## src/rtl/ilvf_pkg.sv

```systemverilog
package ilvf_pkg;

  localparam int NUM_BANKS = 2;

  // How an accepted address is served.
  typedef enum logic [1:0] {
    FK_IDLE   = 2'd0,  // nothing accepted this cycle
    FK_DIRECT = 2'd1,  // zero-wait read, data next cycle
    FK_MISS   = 2'd2,  // one-wait read, data after a wait cycle
    FK_HIT    = 2'd3   // prefetched word, data next cycle
  } fetch_kind_e;

endpackage

```

## src/rtl/ilvf_addr_split.sv

```systemverilog
module ilvf_addr_split #(
  parameter int ADDR_W = 10
) (
  input  logic [ADDR_W-1:0] addr,
  output logic              bank,
  output logic [ADDR_W-2:0] row
);
  // Consecutive words alternate banks: bit 0 picks the bank, the rest is the row.
  assign bank = addr[0];
  assign row  = addr[ADDR_W-1:1];
endmodule

```

## src/rtl/ilvf_xfer_ctl.sv

```systemverilog
module ilvf_xfer_ctl
  import ilvf_pkg::*;
#(
  parameter int ADDR_W = 10
) (
  input  logic              clk,
  input  logic              rst_n,
  input  logic              one_wait,
  input  logic              req_valid,
  input  logic [ADDR_W-1:0] req_addr,
  input  logic              hit,
  output logic              req_ready,
  output logic              rsp_valid,
  output logic              wait_q,
  output logic [ADDR_W-1:0] cur_addr_q,
  output fetch_kind_e       kind
);
  logic pend_q;
  logic acc;

  assign rsp_valid = pend_q & ~wait_q;
  assign req_ready = rst_n & ~(pend_q & wait_q);
  assign acc       = req_valid & req_ready;

  always_comb begin
    if (!acc)          kind = FK_IDLE;
    else if (!one_wait) kind = FK_DIRECT;
    else if (hit)      kind = FK_HIT;
    else               kind = FK_MISS;
  end

  always_ff @(posedge clk) begin
    if (!rst_n) begin
      pend_q     <= 1'b0;
      wait_q     <= 1'b0;
      cur_addr_q <= '0;
    end else if (acc) begin
      pend_q     <= 1'b1;
      wait_q     <= (kind == FK_MISS);
      cur_addr_q <= req_addr;
    end else if (wait_q) begin
      wait_q <= 1'b0;
    end else if (rsp_valid) begin
      pend_q <= 1'b0;
    end
  end

  p_direct_next_r2: assert property (@(posedge clk) disable iff (!rst_n)
    (kind == FK_DIRECT) |=> rsp_valid);
  p_miss_gap_r3: assert property (@(posedge clk) disable iff (!rst_n)
    (kind == FK_MISS) |=> !rsp_valid);
  p_miss_done_r3: assert property (@(posedge clk) disable iff (!rst_n)
    $past(kind == FK_MISS, 2) |-> rsp_valid);
  p_hit_next_r4: assert property (@(posedge clk) disable iff (!rst_n)
    (kind == FK_HIT) |=> rsp_valid);
  p_ready_gap_r7: assert property (@(posedge clk) disable iff (!rst_n)
    !req_ready |-> $past(kind == FK_MISS));

endmodule

```

## src/rtl/ilvf_prefetch_trk.sv

```systemverilog
module ilvf_prefetch_trk #(
  parameter int ADDR_W = 10
) (
  input  logic              clk,
  input  logic              rst_n,
  input  logic              one_wait,
  input  logic              req_valid,
  input  logic              req_ready,
  input  logic [ADDR_W-1:0] req_addr,
  input  logic              wait_q,
  input  logic [ADDR_W-1:0] cur_addr_q,
  output logic              hit,
  output logic              pf_go,
  output logic [ADDR_W-1:0] pf_go_addr
);
  logic              pf_valid_q;
  logic [ADDR_W-1:0] pf_addr_q;
  logic              acc;

  assign acc = req_valid & req_ready;

  // A hit needs the armed address and the request in the very next slot.
  assign hit = acc & one_wait & pf_valid_q & (req_addr == pf_addr_q);

  // Launch the next word's read one cycle after the current word's read began:
  // in the wait cycle of a miss, or in the accept cycle of a hit.
  assign pf_go      = one_wait & (wait_q | hit);
  assign pf_go_addr = wait_q ? (cur_addr_q + ADDR_W'(1)) : (req_addr + ADDR_W'(1));

  always_ff @(posedge clk) begin
    if (!rst_n) begin
      pf_valid_q <= 1'b0;
      pf_addr_q  <= '0;
    end else if (!one_wait) begin
      pf_valid_q <= 1'b0;
    end else if (pf_go) begin
      pf_valid_q <= 1'b1;
      pf_addr_q  <= pf_go_addr;
    end else if (acc || (req_ready && !req_valid)) begin
      pf_valid_q <= 1'b0;
    end
  end

  p_break_drop_r6: assert property (@(posedge clk) disable iff (!rst_n)
    (req_ready && !req_valid) |=> !pf_valid_q);
  p_zero_disarm_r2: assert property (@(posedge clk) disable iff (!rst_n)
    !one_wait |=> !pf_valid_q);
  p_hit_armed_r4: assert property (@(posedge clk) disable iff (!rst_n)
    hit |-> $past(pf_go));

endmodule

```

## src/rtl/ilvf_bank_port.sv

```systemverilog
module ilvf_bank_port #(
  parameter int ROW_W = 9
) (
  input  logic             clk,
  input  logic             rst_n,
  input  logic             dem_en,
  input  logic [ROW_W-1:0] dem_row,
  input  logic             pf_en,
  input  logic [ROW_W-1:0] pf_row,
  output logic [ROW_W-1:0] row
);
  logic [ROW_W-1:0] row_q;

  // Demand wins, then prefetch, otherwise the row stays put so it settles.
  always_comb begin
    if (dem_en)     row = dem_row;
    else if (pf_en) row = pf_row;
    else            row = row_q;
  end

  always_ff @(posedge clk) begin
    if (!rst_n) row_q <= '0;
    else        row_q <= row;
  end

  p_port_excl_r5: assert property (@(posedge clk) disable iff (!rst_n)
    !(dem_en && pf_en));

endmodule

```

## src/rtl/ilvf_reader.sv

```systemverilog
module ilvf_reader
  import ilvf_pkg::*;
#(
  parameter int ADDR_W = 10,
  parameter int DATA_W = 32
) (
  input  logic              clk,
  input  logic              rst_n,
  input  logic              cfg_zero_wait,
  input  logic              req_valid,
  output logic              req_ready,
  input  logic [ADDR_W-1:0] req_addr,
  output logic              rsp_valid,
  output logic [DATA_W-1:0] rsp_data,
  output logic [ADDR_W-2:0] bank0_row,
  input  logic [DATA_W-1:0] bank0_rdata,
  output logic [ADDR_W-2:0] bank1_row,
  input  logic [DATA_W-1:0] bank1_rdata
);
  localparam int ROW_W = ADDR_W - 1;

  logic              one_wait;
  logic              hit;
  logic              wait_q;
  logic [ADDR_W-1:0] cur_addr_q;
  fetch_kind_e       kind;
  logic              pf_go;
  logic [ADDR_W-1:0] pf_go_addr;
  logic              req_bank, pf_bank, cur_bank;
  logic [ROW_W-1:0]  req_row, pf_row, cur_row;
  logic [ROW_W-1:0]  rows  [NUM_BANKS];
  logic [DATA_W-1:0] rdata [NUM_BANKS];

  assign one_wait = ~cfg_zero_wait;

  ilvf_addr_split #(.ADDR_W(ADDR_W)) u_split_req (
    .addr(req_addr), .bank(req_bank), .row(req_row));
  ilvf_addr_split #(.ADDR_W(ADDR_W)) u_split_pf (
    .addr(pf_go_addr), .bank(pf_bank), .row(pf_row));
  ilvf_addr_split #(.ADDR_W(ADDR_W)) u_split_cur (
    .addr(cur_addr_q), .bank(cur_bank), .row(cur_row));

  ilvf_xfer_ctl #(.ADDR_W(ADDR_W)) u_ctl (
    .clk(clk), .rst_n(rst_n), .one_wait(one_wait),
    .req_valid(req_valid), .req_addr(req_addr), .hit(hit),
    .req_ready(req_ready), .rsp_valid(rsp_valid), .wait_q(wait_q),
    .cur_addr_q(cur_addr_q), .kind(kind));

  ilvf_prefetch_trk #(.ADDR_W(ADDR_W)) u_pf (
    .clk(clk), .rst_n(rst_n), .one_wait(one_wait),
    .req_valid(req_valid), .req_ready(req_ready), .req_addr(req_addr),
    .wait_q(wait_q), .cur_addr_q(cur_addr_q),
    .hit(hit), .pf_go(pf_go), .pf_go_addr(pf_go_addr));

  for (genvar k = 0; k < NUM_BANKS; k++) begin : g_bank
    logic dem_en, pf_en;
    assign dem_en = ((kind == FK_MISS) || (kind == FK_DIRECT)) && (req_bank == 1'(k));
    assign pf_en  = pf_go && (pf_bank == 1'(k));

    ilvf_bank_port #(.ROW_W(ROW_W)) u_port (
      .clk(clk), .rst_n(rst_n),
      .dem_en(dem_en), .dem_row(req_row),
      .pf_en(pf_en), .pf_row(pf_row),
      .row(rows[k]));

    p_row_settled_r5: assert property (@(posedge clk) disable iff (!rst_n)
      (rsp_valid && cur_bank == 1'(k) && one_wait && $past(one_wait) && $past(one_wait, 2))
        |-> ($past(rows[k]) == $past(rows[k], 2) && $past(rows[k]) == cur_row));
  end

  assign bank0_row = rows[0];
  assign bank1_row = rows[1];
  assign rdata[0]  = bank0_rdata;
  assign rdata[1]  = bank1_rdata;
  assign rsp_data  = rdata[cur_bank];

endmodule

```

## config.mk

```make
export PLATFORM = sky130hd
export DESIGN_NAME = ilvf_reader
export DESIGN_NICKNAME = d
export VERILOG_FILES = /design/src/rtl/ilvf_pkg.sv /design/src/rtl/ilvf_addr_split.sv /design/src/rtl/ilvf_xfer_ctl.sv /design/src/rtl/ilvf_prefetch_trk.sv /design/src/rtl/ilvf_bank_port.sv /design/src/rtl/ilvf_reader.sv
export SDC_FILE = /design/constraint.sdc
export NUM_CORES = 1
export LEC_CHECK = 0
export BUFFER_PORTS_ARGS = -buffer_cell sky130_fd_sc_hd__buf_2
export CAP_MARGIN = 20
export CORE_MARGIN = 2
export CORE_UTILIZATION = 45
export CTS_BUF_LIST = sky130_fd_sc_hd__clkbuf_8
export DETAILED_ROUTE_END_ITERATION = 12
export GPL_TIMING_DRIVEN = 0
export PLACE_DENSITY = 0.79
export SETUP_SLACK_MARGIN = 0.02
export SYNTH_ARGS = -nofsm -noshare
export SYNTH_HDL_FRONTEND = slang
export SYNTH_SLANG_ARGS = --single-unit
```

## constraint.sdc

```tcl
create_clock -name clk -period 2.6 [get_ports clk]
set_input_delay 0.26 -clock clk [delete_from_list [all_inputs] [get_ports clk]]
set_output_delay 0.26 -clock clk [all_outputs]
set_load 0.02 [all_outputs]
```

; ---- After elaboration in Yosys (flattened, before gate mapping)
; Cells that the tools add are included.
; W data, S select, Z words.
[classes]
add_sub_neg = 2
order_cmp = 1
n_eq_ne = 4
muxes = 16
n_bitwise = 16
reduce_logical = 14
[ops]
columns = cell, count
row1 = $mux W32, 3
row2 = $mux W9, 4
row3 = $add A10 B1 Y10 const B, 2
row4 = $eq A10 B10 Y1, 1
row5 = $mux W10, 1
row6 = $and A1 B1 Y1, 8
row7 = $mux W1, 6
row8 = $not A1 Y1, 6
row9 = $reduce_and A2 Y1, 3
row10 = $logic_and A1 B1 Y1, 5
row11 = $mux W2, 2
row12 = $reduce_bool A2 Y1, 2
row13 = $eq A2 B1 Y1 const B, 1
row14 = $eq A2 B2 Y1 const B, 1
row15 = $ge A2 B2 Y1 const B, 1
row16 = $logic_or A1 B1 Y1, 2
row17 = $ne A2 B1 Y1 const B, 1
row18 = $not A1 Y2, 1
row19 = $reduce_or A2 Y1, 1
row20 = $logic_not A1 Y1, 1
row21 = $or A1 B1 Y1, 1
[totals]
reg_bits = 41

; ---- Logic depth before layout (Yosys ltp)
[depth]
ltp_word = 14
depth_mapped = 15
depth_no_buf = 11

; ---- By module
; A second synthesis with hierarchy kept.
[hier_totals]
cells_unflattened = 325
area_unflattened_um2 = 3208.1
[modules_own_cells]
columns = module, instances, cells_per_inst, area_each_um2, seq_area_each_um2
row1 = ilvf_bank_port, 2, 50, 479.2, 180.2
row2 = ilvf_prefetch_trk, 1, 99, 925.9, 220.2
row3 = ilvf_reader, 1, 42, 579.3, 0.0
row4 = ilvf_xfer_ctl, 1, 54, 519.2, 240.2
row5 = ilvf_addr_split, 3, 10, 75.1, 0.0

; ---- Least setup slack after synthesis
; Ideal clock, no wire load.
[synth_path]
path_kind = reg-to-output
start = register u_ctl.wait_q
end = output bank0_row[1]
arrival_time_ns = 3.031
path_slack_ns = -0.691
stages_incl_launch_ff = 14
path_buffers = 4
path_cell_list = dfxtp_1 buf_6 a21bo_4 clkinv_2 nand3_4 clkinv_1 and4_1 clkbuf_1 o21ai_0 ha_1 or2_2 clkbuf_1 clkbuf_1 a311oi_1
[synth_via]
elab_chain_len = 14
[synth_rtl]
columns = element, line
row1 = from (decl), ilvf_xfer_ctl.sv:14  ; output logic wait_q,
row2 = from (signal assigned), ilvf_xfer_ctl.sv:39  ; wait_q <= (kind == FK_MISS);
row3 = $and A1 B1 Y1 *, ilvf_xfer_ctl.sv:22  ; assign req_ready = rst_n & ~(pend_q & wait_q);
row4 = $not A1 Y1 *, ilvf_xfer_ctl.sv:22
row5 = $and A1 B1 Y1 *, ilvf_xfer_ctl.sv:22
row6 = via req_ready, ilvf_reader.sv:11  ; output logic req_ready,
row7 = $and A1 B1 Y1 *, "ilvf_xfer_ctl.sv:23, ilvf_prefetch_trk.sv:20"
row8 = $and A1 B1 Y1 (3 in series), ilvf_prefetch_trk.sv:23  ; assign hit = acc & one_wait & pf_valid_q & (req_addr == pf_addr_q);
row9 = $mux W1, ilvf_xfer_ctl.sv:28  ; else if (hit) kind = FK_HIT;
row10 = $mux W2, ilvf_xfer_ctl.sv:27  ; else if (!one_wait) kind = FK_DIRECT;
row11 = $mux W2, ilvf_xfer_ctl.sv:26  ; if (!acc) kind = FK_IDLE;
row12 = $eq A2 B2 Y1 / $eq A2 B1 Y1 (equally long branches), ilvf_reader.sv:57  ; assign dem_en = ((kind == FK_MISS) || (kind == FK_DIRECT)) && (req_bank == 1'(k));
row13 = $logic_or A1 B1 Y1, ilvf_reader.sv:57
row14 = $logic_and A1 B1 Y1, ilvf_reader.sv:57
row15 = $mux W9 *, ilvf_bank_port.sv:16  ; if (dem_en) row = dem_row;
row16 = to (decl), ilvf_reader.sv:15  ; output logic [ADDR_W-2:0] bank0_row,
; The timed path passes the listed nets; every way through them passes the cells marked *.

; ---- Worst setup path in the final report
[layout_path]
start = register u_pf.pf_addr_q[6]
end = output bank0_row[0]
[layout_via]
elab_chain_len = 9
[layout_rtl]
columns = element, line
row1 = from (decl), ilvf_prefetch_trk.sv:17  ; logic [ADDR_W-1:0] pf_addr_q;
row2 = from (signal assigned), ilvf_prefetch_trk.sv:38  ; pf_addr_q <= pf_go_addr;
row3 = $eq A10 B10 Y1 *, ilvf_prefetch_trk.sv:23
row4 = $and A1 B1 Y1 *, ilvf_prefetch_trk.sv:23
row5 = $mux W1, ilvf_xfer_ctl.sv:28
row6 = $mux W2, ilvf_xfer_ctl.sv:27
row7 = $mux W2, ilvf_xfer_ctl.sv:26
row8 = $eq A2 B2 Y1 / $eq A2 B1 Y1 (equally long branches), ilvf_reader.sv:57
row9 = $logic_or A1 B1 Y1, ilvf_reader.sv:57
row10 = $logic_and A1 B1 Y1, ilvf_reader.sv:57
row11 = $mux W9 *, ilvf_bank_port.sv:16
; Mark *: on every way between the ends. The rest lies on a longest branch, timed or not.

==> results.md <==
- CTS Sinks: 41
- Final standard cell area without fillers: 0.00480 sq mm
- Maximum clock frequency: around 330 MHz
- Tightest hold margin: around 280 ps
- Required time of the critical path: 2340 ps
- Worst EP arrival: 2780 ps
- Combinational power share: ~34%
- Share of total power consumed by net switching: 33.1%
- Leak: about 2.1 nW
- Synth Register Bits: 41
- Via count of the first global-routing pass: 3717
- Buffer levels on the longest clock path: 2
- Syn Std Cell Area: ~0.0030 sq mm
- Sequential share of the synthesized area: a little over a quarter
- Number of stages on the worst hold path: 2
- DR WL/cell: around 21 um
- Post-Syn Instances: about 380
- Destination of the worst register-to-register timing path: g_bank[1].u_port.row_q[7]$_SDFF_PN0_
- Clock latency on the worst-skew pair: between 300 and 400 ps
- Transition time at the pin with the least slew margin: around 800 ps
- Number of synthesized flops with an enable pin: 0
- Least setup slack across all paths after layout: -443 ps
- Gpl congestion: between 0.9 and 1
- Multi-input combinational cell area: roughly 0.0025 sq mm
- Worst reg-to-reg path cell count: 10
- Floorplan die area: between 0.007 and 0.008 sq mm
- Sink of the worst hold path: u_ctl.wait_q$_SDFF_PN0_
- Simple-gate portion of the synthesized area: a little under a quarter
- Hold path startpoint: req_valid
- Clock power share: a little under a third
- Largest area contributor in the netlist: dfxtp_1
- Ratio of total power to cell area: between 400 and 500 mW/mm^2
- Site row count: 29
- Number of maximum-capacitance constraint violations: 0
- Share of the synthesized area in compound gates (AO/OA/AOI/OAI): 21.5%
- Placed standard-cell area: 0.00401 sq mm
- Critical register-to-register path startpoint: u_ctl.wait_q$_SDFF_PN0_
- Share of the clock period used by the worst path after layout: 117%
- Sequential share of power: 33.8%
- Pre-Repair DR Iteration Count: 10
- Total setup violations reported at the end of the flow: 20
- GR Overflow Total: 0
- Final count of hold timing violations: 0
- Unique masters post-synth: 54
- Syn-to-layout area delta: 59.5%
- Via density per instance: ~6.3
- Net switching power: about 0.66 mW
- Top fanout value on the critical path: 8
- Diode count: 0
- Category of the critical setup timing path: flop to output pin
- Number of clock buffers inserted by TritonCTS: 5
- Initial Util: a little under half
- Root Driver: clkbuf_8
- I/O pin count: between 100 and 150
- Critical path capture point type: output pin
- Setup repair after global routing missed its margin: yes
- Seq. cell area: around 830 sq um
- Number of antenna violations at the first check in global routing: 0
- Chip Height: about 86 um
- Post-synthesis average cell area: about 8.0 sq um
- Via count: 3851
- Clock transition at path regs: 80 ps
- Remaining DRCs: 4
- Final total power: approximately 2.0 mW
- X dimension of the die: approximately 86 um
- Share of flip-flops with an asynchronous set or reset: 0%
- Detailed-placement wirelength estimate: around 8200 um
- Fin Clk Skew: between 10 and 15 ps
- Wire length of the first global-routing pass: 19200 um
- Result of the run: finished with violations
- Quantity of hold-fixing buffers added after cts: 0
- Post-DRT Antenna Nets: 0
- Total nets after synthesis: about 460
- Clock tree from TritonCTS: yes
- Multiplexer share of the synthesized area: approximately 15%
- Count of fill cells added during filler insertion: 426
- VDD IR max: approximately 0.44 mV
- Startpoint type of the worst setup path: flop
- Arithmetic-cell share of the synthesized area counting full adders, half adders and majority gates: less than 1%
- Synth Warn #: 0
- Largest family of logic cells by synthesized area: simple AND/OR/NAND/NOR gates
- First DRT Iteration DRCs: approximately 430
- Total of buffers placed on input and output ports: 120
- Final routed wirelength across all metal layers: between 10000 and 15000 um
- GRT Total Usage: between 30% and 40%
- Core region area: ~0.0064 sq mm
- FF-to-FF setup slack: -90 ps
- Layout Nets: between 600 and 700
- Maximum number of pins on one net before global-route repair: 14
- Area share of the largest cell type after synthesis: a little over a quarter
- Max_slew headroom: between 40% and 50%
- Synth Flop Type: dfxtp_1
- P_int: between 1 and 1.5 mW
- Min Tclk post-route: 3040 ps
- Layout cell share with drive strength beyond 1: between 50% and 60%
- Top cells by area, synth: dfxtp_1, mux2_2, a211oi_1, nand3_1, nand2_1
- Clock H-tree levels: 2
- Failing checks: DRC, setup timing
- Final Max Tran Viols: 0
- Tightest Hold Check Type: primary input to flop
- Share of the synthesized netlist area taken by xor and xnor gates: 5.24%
-- cells in the final DEF, fill, tap and decap left out, types with 8 or more instances in the layout --
cell / n
buf_6: 14
a211oi_2: 10
dfxtp_1: 38
o21ai_0: 18
nor2_2: 9
mux2_2: 32
xnor2_2: 9
clkbuf_1: 8
nand4_1: 12
nor2_1: 16
a21oi_1: 15
buf_2: 110
buf_4: 37
nand2_1: 35
nand3_1: 27
a211oi_1: 8
-- metrics by stage --
step | TNS (ps) | instances | setup slack, ps | util [%]
floorplan | -522 | 376 | -129 | -
global placement | -8530 | 573 | -512 | 62.4
detailed placement | -9860 | 573 | -553 | 62.4
CTS | -5280 | 602 | -352 | 71.4
global route | -8340 | 613 | -578 | 74.7
finish | -7010 | 613 | -443 | 74.7
-- power groups by stage --
stage                     clock (mW)  sequential, mW  combinational (mW)
after CTS                      0.628           0.675               0.632
after floorplan                    0           0.683               0.382
after global routing           0.669           0.680               0.721
after detailed placement           0           0.689               0.566
after global placement             0           0.687               0.556
final                          0.640           0.678               0.687
-- state kept, by name, indices dropped and copies added (netlist names) --
signal,cells
g_bank.u_port.row_q,18
u_ctl.cur_addr_q,10
u_ctl.pend_q,1
u_ctl.wait_q,1
u_pf.pf_addr_q,10
u_pf.pf_valid_q,1
-- kinds of logic after synthesis --
family	count (synthesis)
AND/OR/NAND/NOR	140
AO/OA/AOI/OAI	93
buffers and inverters	41
multiplexers	41
flip-flops	41
XOR/XNOR	18
adder cells (fa/ha/maj)	2
-- metal layers --
layer | share of wire [%] | vias to the layer above | track usage (%)
met5 | 0 | - | 0
met3 | 10 | 69 | 6.35
met4 | 5.1 | 0 | 14.7
li1 | - | 1710 | -
met1 | 37 | 1807 | 44.4
met2 | 48 | 265 | 52.1
-- worst max path at each step --
stage | slack (ps) | end | start | depth (start not counted)
after floorplan | -130 | bank0_row[1] | u_ctl.wait_q$_SDFF_PN0_ | 13
after global placement | -510 | bank0_row[5] | req_addr[9] | 12
after detailed placement | -550 | bank0_row[5] | req_addr[9] | 12
after CTS | -350 | bank0_row[1] | u_ctl.wait_q$_SDFF_PN0_ | 12
after global routing | -580 | bank1_row[7] | u_ctl.wait_q$_SDFF_PN0_ | 10
final | -440 | bank0_row[0] | u_pf.pf_addr_q[6]$_SDFFE_PN0P_ | 11
-- cell usage after synthesis (2+ instances only) --
cell type,number
xor2_1,4
dfxtp_1,41
and2_1,5
nand3_1,28
mux2_2,33
a21oi_1,15
and3_1,8
inv_1,5
nand3b_1,3
ha_1,2
mux2i_1,7
nor3_1,2
nand4_1,12
a32oi_1,2
a211oi_1,23
nand4b_1,2
nor4_1,2
buf_1,3
o31ai_1,4
and4_1,4
o21ai_0,20
buf_2,9
a41oi_1,3
nor2b_1,2
a31oi_1,6
clkbuf_1,19
a21o_1,2
o2111ai_1,2
a311oi_1,5
o22ai_1,2
xnor2_1,14
nand2_1,37
o21ai_1,2
nor2_1,28
-- timing repair --
action | 4_1_cts | 5_1_grt
setup buffers | 21 | 10
gates cloned | 2 | 1
gates resized for setup | 64 | 33
pin swaps | 24 | 20
endpoints found under the setup margin | 33 | 27
hold endpoints to repair | 0 | 0
-- critical path, cell delays in order, from the launching register on --
cell and delay, ps:
dfxtp_1 340, xnor2_1 200, and4_1 270, and4_4 260, clkbuf_16 140, o21ai_4 50, ha_4 340, or2_4 200
buf_6 140, nor2_1 70, a211oi_2 280, buf_4 190
-- cell type report --
cell class,instances,area share (%)
multi-input combinational,294,51.4
timing repair buffer,154,20.0
sequential,41,17.2
buffer,31,5.63
tap,77,2.01
clock buffer,5,1.43
clock inverter,3,1.36
inverter,8,0.887
(Power assumes the default switching activity.)
